`config.mk`:
```
export PLATFORM = sky130hd
export DESIGN_NAME = rxr_engine
export DESIGN_NICKNAME = d
export VERILOG_FILES = /design/src/rtl/rxr_pkg.sv /design/src/rtl/rxr_desc_ram.sv /design/src/rtl/rxr_ring_ctrl.sv /design/src/rtl/rxr_engine.sv
export SDC_FILE = /design/constraint.sdc
export NUM_CORES = 2
export LEC_CHECK = 0
export ABC_CLOCK_PERIOD_IN_PS = 12800
export BUFFER_PORTS_ARGS = -buffer_cell sky130_fd_sc_hd__clkbuf_2
export CORE_ASPECT_RATIO = 0.75
export CORE_UTILIZATION = 45
export CTS_BUF_LIST = sky130_fd_sc_hd__clkbuf_8
export DETAILED_ROUTE_END_ITERATION = 7
export PLACE_DENSITY = 0.69
export SLEW_MARGIN = 5
export SYNTH_ARGS = -nofsm -noshare
export SYNTH_HDL_FRONTEND = slang
export SYNTH_SLANG_ARGS = --single-unit
```
`constraint.sdc`:
```
create_clock -name clk -period 12.8 [get_ports clk]
set_input_delay 1.92 -clock clk [delete_from_list [all_inputs] [get_ports clk]]
set_output_delay 1.92 -clock clk [all_outputs]
set_load 0.005 [all_outputs]
```
`src/rtl/rxr_pkg.sv`:
```
package rxr_pkg;
  localparam int FB_ENP  = 0;
  localparam int FB_STP  = 1;
  localparam int FB_BUFF = 2;
  localparam int FB_CRC  = 3;
  localparam int FB_OFLO = 4;
  localparam int FB_FRAM = 5;
  localparam int FB_ERR  = 6;
  localparam int FB_OWN  = 7;
  localparam int DW      = 16;
  localparam int WPE     = 4;

  typedef enum logic [1:0] {RX_IDLE, RX_FILL, RX_DROP} rx_state_e;

  // Capacity from a negated 12-bit length field; zero means 4096 bytes.
  function automatic logic [12:0] buf_bytes(input logic [11:0] neg_len);
    logic [11:0] n;
    n = 12'(~neg_len + 12'd1);
    return (n == 12'd0) ? 13'd4096 : {1'b0, n};
  endfunction

  // Adds the error-summary bit when any individual error bit is set.
  function automatic logic [7:0] with_summary(input logic [7:0] f);
    return (|f[5:2]) ? (f | 8'h40) : f;
  endfunction

  function automatic int eff_log(input logic [2:0] lg, input int maxlog);
    return (int'(lg) > maxlog) ? maxlog : int'(lg);
  endfunction
endpackage

```
`src/rtl/rxr_desc_ram.sv`:
```
module rxr_desc_ram import rxr_pkg::*; #(
  parameter int IDXW = 4
) (
  input  logic            clk,
  input  logic            rst_n,
  input  logic            host_we,
  input  logic [IDXW-1:0] host_entry,
  input  logic [1:0]      host_word,
  input  logic [DW-1:0]   host_wdata,
  output logic [DW-1:0]   host_rdata,
  input  logic [IDXW-1:0] eng_entry,
  input  logic [IDXW-1:0] nxt_entry,
  output logic            eng_own,
  output logic [11:0]     eng_len12,
  output logic            nxt_own,
  input  logic            wb_en,
  input  logic [IDXW-1:0] wb_entry,
  input  logic [7:0]      wb_flag,
  input  logic [11:0]     wb_mlen
);
  localparam int ENTRIES = 1 << IDXW;
  localparam int EW      = DW * WPE;

  logic [EW-1:0] flat [ENTRIES];

  for (genvar e = 0; e < ENTRIES; e++) begin : g_ent
    logic [EW-1:0] ent_q;
    always_ff @(posedge clk or negedge rst_n) begin
      if (!rst_n) begin
        ent_q <= '0;
      end else begin
        for (int w = 0; w < WPE; w++)
          if (host_we && host_entry == IDXW'(e) && host_word == 2'(w))
            ent_q[w*DW +: DW] <= host_wdata;
        // engine write-back overrides a host write to the same word
        if (wb_en && wb_entry == IDXW'(e)) begin
          ent_q[1*DW +: DW] <= {wb_flag, ent_q[1*DW +: 8]};
          ent_q[3*DW +: DW] <= {4'h0, wb_mlen};
        end
      end
    end
    assign flat[e] = ent_q;
  end

  assign host_rdata = flat[host_entry][host_word*DW +: DW];
  assign eng_own    = flat[eng_entry][1*DW + 8 + FB_OWN];
  assign eng_len12  = flat[eng_entry][2*DW +: 12];
  assign nxt_own    = flat[nxt_entry][1*DW + 8 + FB_OWN];
endmodule

```
`src/rtl/rxr_ring_ctrl.sv`:
```
module rxr_ring_ctrl import rxr_pkg::*; #(
  parameter int MAX_LOG = 4,
  parameter int IDXW    = MAX_LOG
) (
  input  logic            clk,
  input  logic            rst_n,
  input  logic [2:0]      ring_log,
  input  logic            rx_valid,
  input  logic            rx_last,
  input  logic            rx_crc_err,
  input  logic            rx_fram_err,
  input  logic            eng_own,
  input  logic [11:0]     eng_len12,
  input  logic            nxt_own,
  output logic [IDXW-1:0] idx,
  output logic [IDXW-1:0] nxt_idx,
  output logic [IDXW-1:0] ring_mask,
  output logic            frame_start,
  output logic            wb_en,
  output logic [7:0]      wb_flag,
  output logic [11:0]     wb_mlen,
  output logic            rint,
  output logic            miss
);
  rx_state_e   st, nst;
  logic        first, nfirst, cur_first, accept, rint_d, miss_d;
  logic [12:0] bcnt, total, nb, nt, cur_b, cur_t, bn, tn;
  logic [IDXW-1:0] nidx;
  logic [7:0]  f;

  assign ring_mask = IDXW'((32'd1 << eff_log(ring_log, MAX_LOG)) - 32'd1);
  assign nxt_idx   = IDXW'(idx + IDXW'(1)) & ring_mask;

  always_comb begin
    nst = st; nidx = idx; nfirst = first; nb = bcnt; nt = total;
    wb_en = 1'b0; wb_flag = '0; wb_mlen = '0; rint_d = 1'b0; miss_d = 1'b0;
    f = '0;
    frame_start = rx_valid && (st == RX_IDLE);
    accept      = rx_valid && ((st == RX_FILL) || (frame_start && eng_own));
    cur_first   = (st == RX_IDLE) || first;
    cur_b       = (st == RX_IDLE) ? 13'd0 : bcnt;
    cur_t       = (st == RX_IDLE) ? 13'd0 : total;
    bn          = cur_b + 13'd1;
    tn          = cur_t + 13'd1;
    f[FB_STP]   = cur_first;
    if (frame_start && !eng_own) begin
      miss_d = 1'b1;
      if (!rx_last) nst = RX_DROP;
    end
    if (st == RX_DROP && rx_valid && rx_last) nst = RX_IDLE;
    if (accept) begin
      if (rx_last) begin
        f[FB_ENP] = 1'b1; f[FB_CRC] = rx_crc_err; f[FB_FRAM] = rx_fram_err;
        wb_en = 1'b1; wb_flag = with_summary(f); wb_mlen = tn[11:0];
        rint_d = 1'b1; nidx = nxt_idx; nst = RX_IDLE;
      end else if (bn == buf_bytes(eng_len12)) begin
        wb_en = 1'b1; nidx = nxt_idx;
        if (nxt_own) begin
          wb_flag = f; nst = RX_FILL; nfirst = 1'b0; nb = '0; nt = tn;
        end else begin
          f[FB_ENP] = 1'b1; f[FB_BUFF] = 1'b1; f[FB_OFLO] = 1'b1;
          wb_flag = with_summary(f); wb_mlen = tn[11:0];
          rint_d = 1'b1; nst = RX_DROP;
        end
      end else begin
        nst = RX_FILL; nfirst = cur_first; nb = bn; nt = tn;
      end
    end
  end

  always_ff @(posedge clk or negedge rst_n) begin
    if (!rst_n) begin
      st <= RX_IDLE; idx <= '0; first <= 1'b0; bcnt <= '0; total <= '0;
      rint <= 1'b0; miss <= 1'b0;
    end else begin
      st <= nst; idx <= nidx; first <= nfirst; bcnt <= nb; total <= nt;
      rint <= rint_d; miss <= miss_d;
    end
  end
endmodule

```
`src/rtl/rxr_engine.sv`:
```
module rxr_engine import rxr_pkg::*; #(
  parameter int MAX_LOG = 4
) (
  input  logic               clk,
  input  logic               rst_n,
  input  logic [2:0]         ring_log,
  input  logic               rx_valid,
  input  logic               rx_last,
  input  logic               rx_crc_err,
  input  logic               rx_fram_err,
  input  logic               host_we,
  input  logic [MAX_LOG-1:0] host_entry,
  input  logic [1:0]         host_word,
  input  logic [15:0]        host_wdata,
  output logic [15:0]        host_rdata,
  output logic               rint,
  output logic               miss
);
  localparam int IDXW = MAX_LOG;

  logic [IDXW-1:0] idx, nxt_idx, ring_mask;
  logic            eng_own, nxt_own, frame_start, wb_en;
  logic [11:0]     eng_len12, wb_mlen;
  logic [7:0]      wb_flag;

  rxr_desc_ram #(.IDXW(IDXW)) u_ram (
    .clk(clk), .rst_n(rst_n),
    .host_we(host_we), .host_entry(host_entry), .host_word(host_word),
    .host_wdata(host_wdata), .host_rdata(host_rdata),
    .eng_entry(idx), .nxt_entry(nxt_idx),
    .eng_own(eng_own), .eng_len12(eng_len12), .nxt_own(nxt_own),
    .wb_en(wb_en), .wb_entry(idx), .wb_flag(wb_flag), .wb_mlen(wb_mlen)
  );

  rxr_ring_ctrl #(.MAX_LOG(MAX_LOG), .IDXW(IDXW)) u_ctrl (
    .clk(clk), .rst_n(rst_n), .ring_log(ring_log),
    .rx_valid(rx_valid), .rx_last(rx_last),
    .rx_crc_err(rx_crc_err), .rx_fram_err(rx_fram_err),
    .eng_own(eng_own), .eng_len12(eng_len12), .nxt_own(nxt_own),
    .idx(idx), .nxt_idx(nxt_idx), .ring_mask(ring_mask),
    .frame_start(frame_start), .wb_en(wb_en), .wb_flag(wb_flag),
    .wb_mlen(wb_mlen), .rint(rint), .miss(miss)
  );
endmodule

```
==> impl_metrics.tcl <==
set metrics [dict create \
    synth_top_flop_cell "dfrtp_1" \
    tightest_slew_ps 1277 \
    clk_path_buf_depth 3 \
    power.leakage_nw 28.20 \
    die_w_um 404.1 \
    wl_um 160800 \
    path_common_cell "mux4_2" \
    wl_per_cell_um 29.37 \
    cts_root_buf "clkbuf_8" \
    layout-drive-gt1-share_pct 39.12 \
    start_util_pct 45.41 \
    status "finished with violations" \
    placed_area_um2 56380 \
    synthMuxAreaShare_pct 41.62 \
    holdBufCountCts 0 \
    core_um2 120200 \
    min-delay-start "u_ctrl.total[11]" \
    violations "DRC" \
    cts_resized 0 \
    post-route-drc-count 1 \
    fin_tns_setup_ps 0 \
    layout_common_cells "dfrtp_1 (1056), mux2i_1 (667), mux2_2 (642)" \
    synth_cells 3769 \
    grt_pass1_wl_um 240800 \
    cts_sinks 1058 \
    worstPathArrival_ps 5680 \
    final_common_cell "dfrtp_1" \
    gp_congestion 0.8476 \
    cts_setup_buffers 0 \
    dr.pass1.iters 8 \
    ant_nets 0 \
    die_y_um 303.6 \
    fin_crit_ps 7595 \
    cts_inserted_buffers 161 \
    io_pins 50 \
    rows 110 \
    synth_nets 3808 \
    clk_latency_ps 900 \
    fin_crit_sh_pct 59.34 \
    die_area_um2 122700 \
    cts_tree "done" \
    hold_viol_final 0 \
    rsz0062_at_grt "no" \
    critical_path.slowest_cell "buf_4" \
    viasPerCell 6.328 \
    synth-seq-cells 1058 \
    crit_start "host_entry[0]" \
    port_buffers 49 \
    synth-edff-count 0 \
    dp_hpwl_um 94850 \
    relSlewSlack_pct 14.65 \
    track_usage_pct 26.72 \
    maxCapViolCount 0 \
    ir_drop_mv 0.1343 \
    final-setup-viol-count 0 \
    critPathRequiredTime_ps 10880 \
    finalMaxSlewViolations 0 \
    worstPathCellList "buf_8 -> buf_4 -> mux4_2 -> mux4_2 -> mux4_2 -> clkbuf_2" \
    async_flop_share_pct 100.0 \
    syn_area_um2 54570 \
    crit_path_end_kind "output port" \
    syn2layout_area_growth_pct 9.241 \
    max_stage_delay_ps 870 \
    critical_path_class "in -> out" \
    cts_max_level 4 \
    yosysUniqueCellTypes 67 \
    synth-simple-area-share_pct 3.199 \
    antenna_found_initial 9 \
    yosysSeqAreaShare_pct 48.52 \
    drt_iter0_markers 4481 \
    crit_fanout 82 \
    grt_pass1_vias 35260 \
    route.vias.total 34640 \
    critPathBufInv 3 \
    avgSynthCellArea_um2 14.48 \
    startpoint_type "primary input" \
    synth_compound_area_share_pct 2.791 \
    final_cell_area_um2 59610 \
    fin_skew_ps 41.60 \
    grt_max_degree 173 \
    max_freq_ghz 0.1317 \
    synth_xor_area_share_pct 0.5870 \
    yosysWarnings 0 \
    crit_family "multiplexers" \
    rr_startpoint "u_ctrl.idx[0]" \
    final_nets 3764 \
    synth-adder-area-share_pct 0.1605 \
    min_path_type "reg -> reg" \
    grt.overflow.total 0 \
    power_density_nw_per_um2 157.5 \
    synth_top_family_by_area "multiplexers" \
    path_clk_slew_ps 60 \
]
## stage by stage
step / worst slack, ps / hold WS, ps / cells / util [%] / power, mW
finish: 5205 / 502.0 / 5474 / 49.61 / 9.386
global placement: 5217 / 465.3 / 5186 / 46.92 / 6.468
CTS: 5217 / 501.5 / 5466 / 49.59 / 9.386
floorplan: 6305 / 450.5 / 3769 / - / 5.804
global route: 4964 / 511.4 / 5471 / 49.60 / 9.780
detailed placement: 5217 / 487.0 / 5186 / 46.92 / 6.530
## state kept, by name (all words and copies together), names as in the netlist
register           count
u_ram.g_ent.ent_q   1024
u_ctrl.bcnt           13
u_ctrl.total          12
u_ctrl.idx             4
u_ctrl.st              2
u_ctrl.first           1
u_ctrl.miss            1
u_ctrl.rint            1
## cell usage after synthesis (16+ instances only)
cell type | n | share of area [%]
nand4_1 | 22 | 0.25
buf_6 | 22 | 0.45
mux2_2 | 642 | 13
mux4_2 | 391 | 16
a31oi_1 | 60 | 0.69
xnor2_1 | 16 | 0.26
inv_1 | 19 | 0.13
buf_2 | 47 | 0.43
dfrtp_1 | 1058 | 49
nand2_1 | 121 | 0.83
mux2i_1 | 667 | 12
xor2_1 | 18 | 0.29
nand3_1 | 60 | 0.55
clkbuf_1 | 247 | 1.7
nor2_1 | 88 | 0.61
buf_1 | 56 | 0.39
o21ai_0 | 54 | 0.50
## cell families (layout without fill, tap and decap cells)
logic type | Yosys count | count (layout)
and+or+nand+nor | 368 | 368
DFF | 1058 | 1058
xor gates and xnor gates | 35 | 35
adders and majority gates | 7 | 7
muxes | 1700 | 1700
buffers and inverters | 393 | 466
other | 0 | 8
AOI/OAI and AO/OA | 208 | 208
## tightest hold or removal path, cell delays in order, from the launching register on
cell	delay (ps)
dfrtp_1	360
nand2_1	50
nand2_1	60
## area by class of cell
cell class	count	area, um2
Multi-Input combinational cell	2318	26540
Inverter	20	75.07
Antenna cell	8	20.02
Fill cell	10220	60540
Clock inverter	73	359.1
Clock buffer	207	2849
Timing Repair Buffer	166	1250
Tap cell	1624	2032
Sequential cell	1058	26480
## power breakdown
group	switching [mW]	leakage [nW]	internal (mW)
Sequential	0.354	14.1	3.86
Combinational	1.23	12.3	1.08
Clock	1.39	1.85	1.47
Total	2.98	28.2	6.40
## routing by layer
metal | part of all wire, % | global-route usage (%) | vias up
li1 | - | - | 14150
met1 | 45 | 40.08 | 18590
met2 | 43 | 37.88 | 1619
met3 | 9.5 | 6.921 | 268
met4 | 2.5 | 8.297 | 6
met5 | 0.14 | 0 | -
## path summary, 6_finish.rpt
| path | to | cells past startpoint | slack [ps] |
|---|---|---|---|
| max in group asynchronous | u_ram.g_ent[14].ent_q[1] | 4 | 9120 |
| max | host_rdata[2] | 6 | 5200 |
| min reg2reg | u_ctrl.total[11] | 2 | 500 |
| min in group asynchronous | u_ram.g_ent[3].ent_q[27] | 1 | 1100 |
| min | u_ctrl.total[11] | 2 | 500 |
| max reg2reg | u_ram.g_ent[5].ent_q[52] | 15 | 5810 |
(Power assumes the default switching activity.)
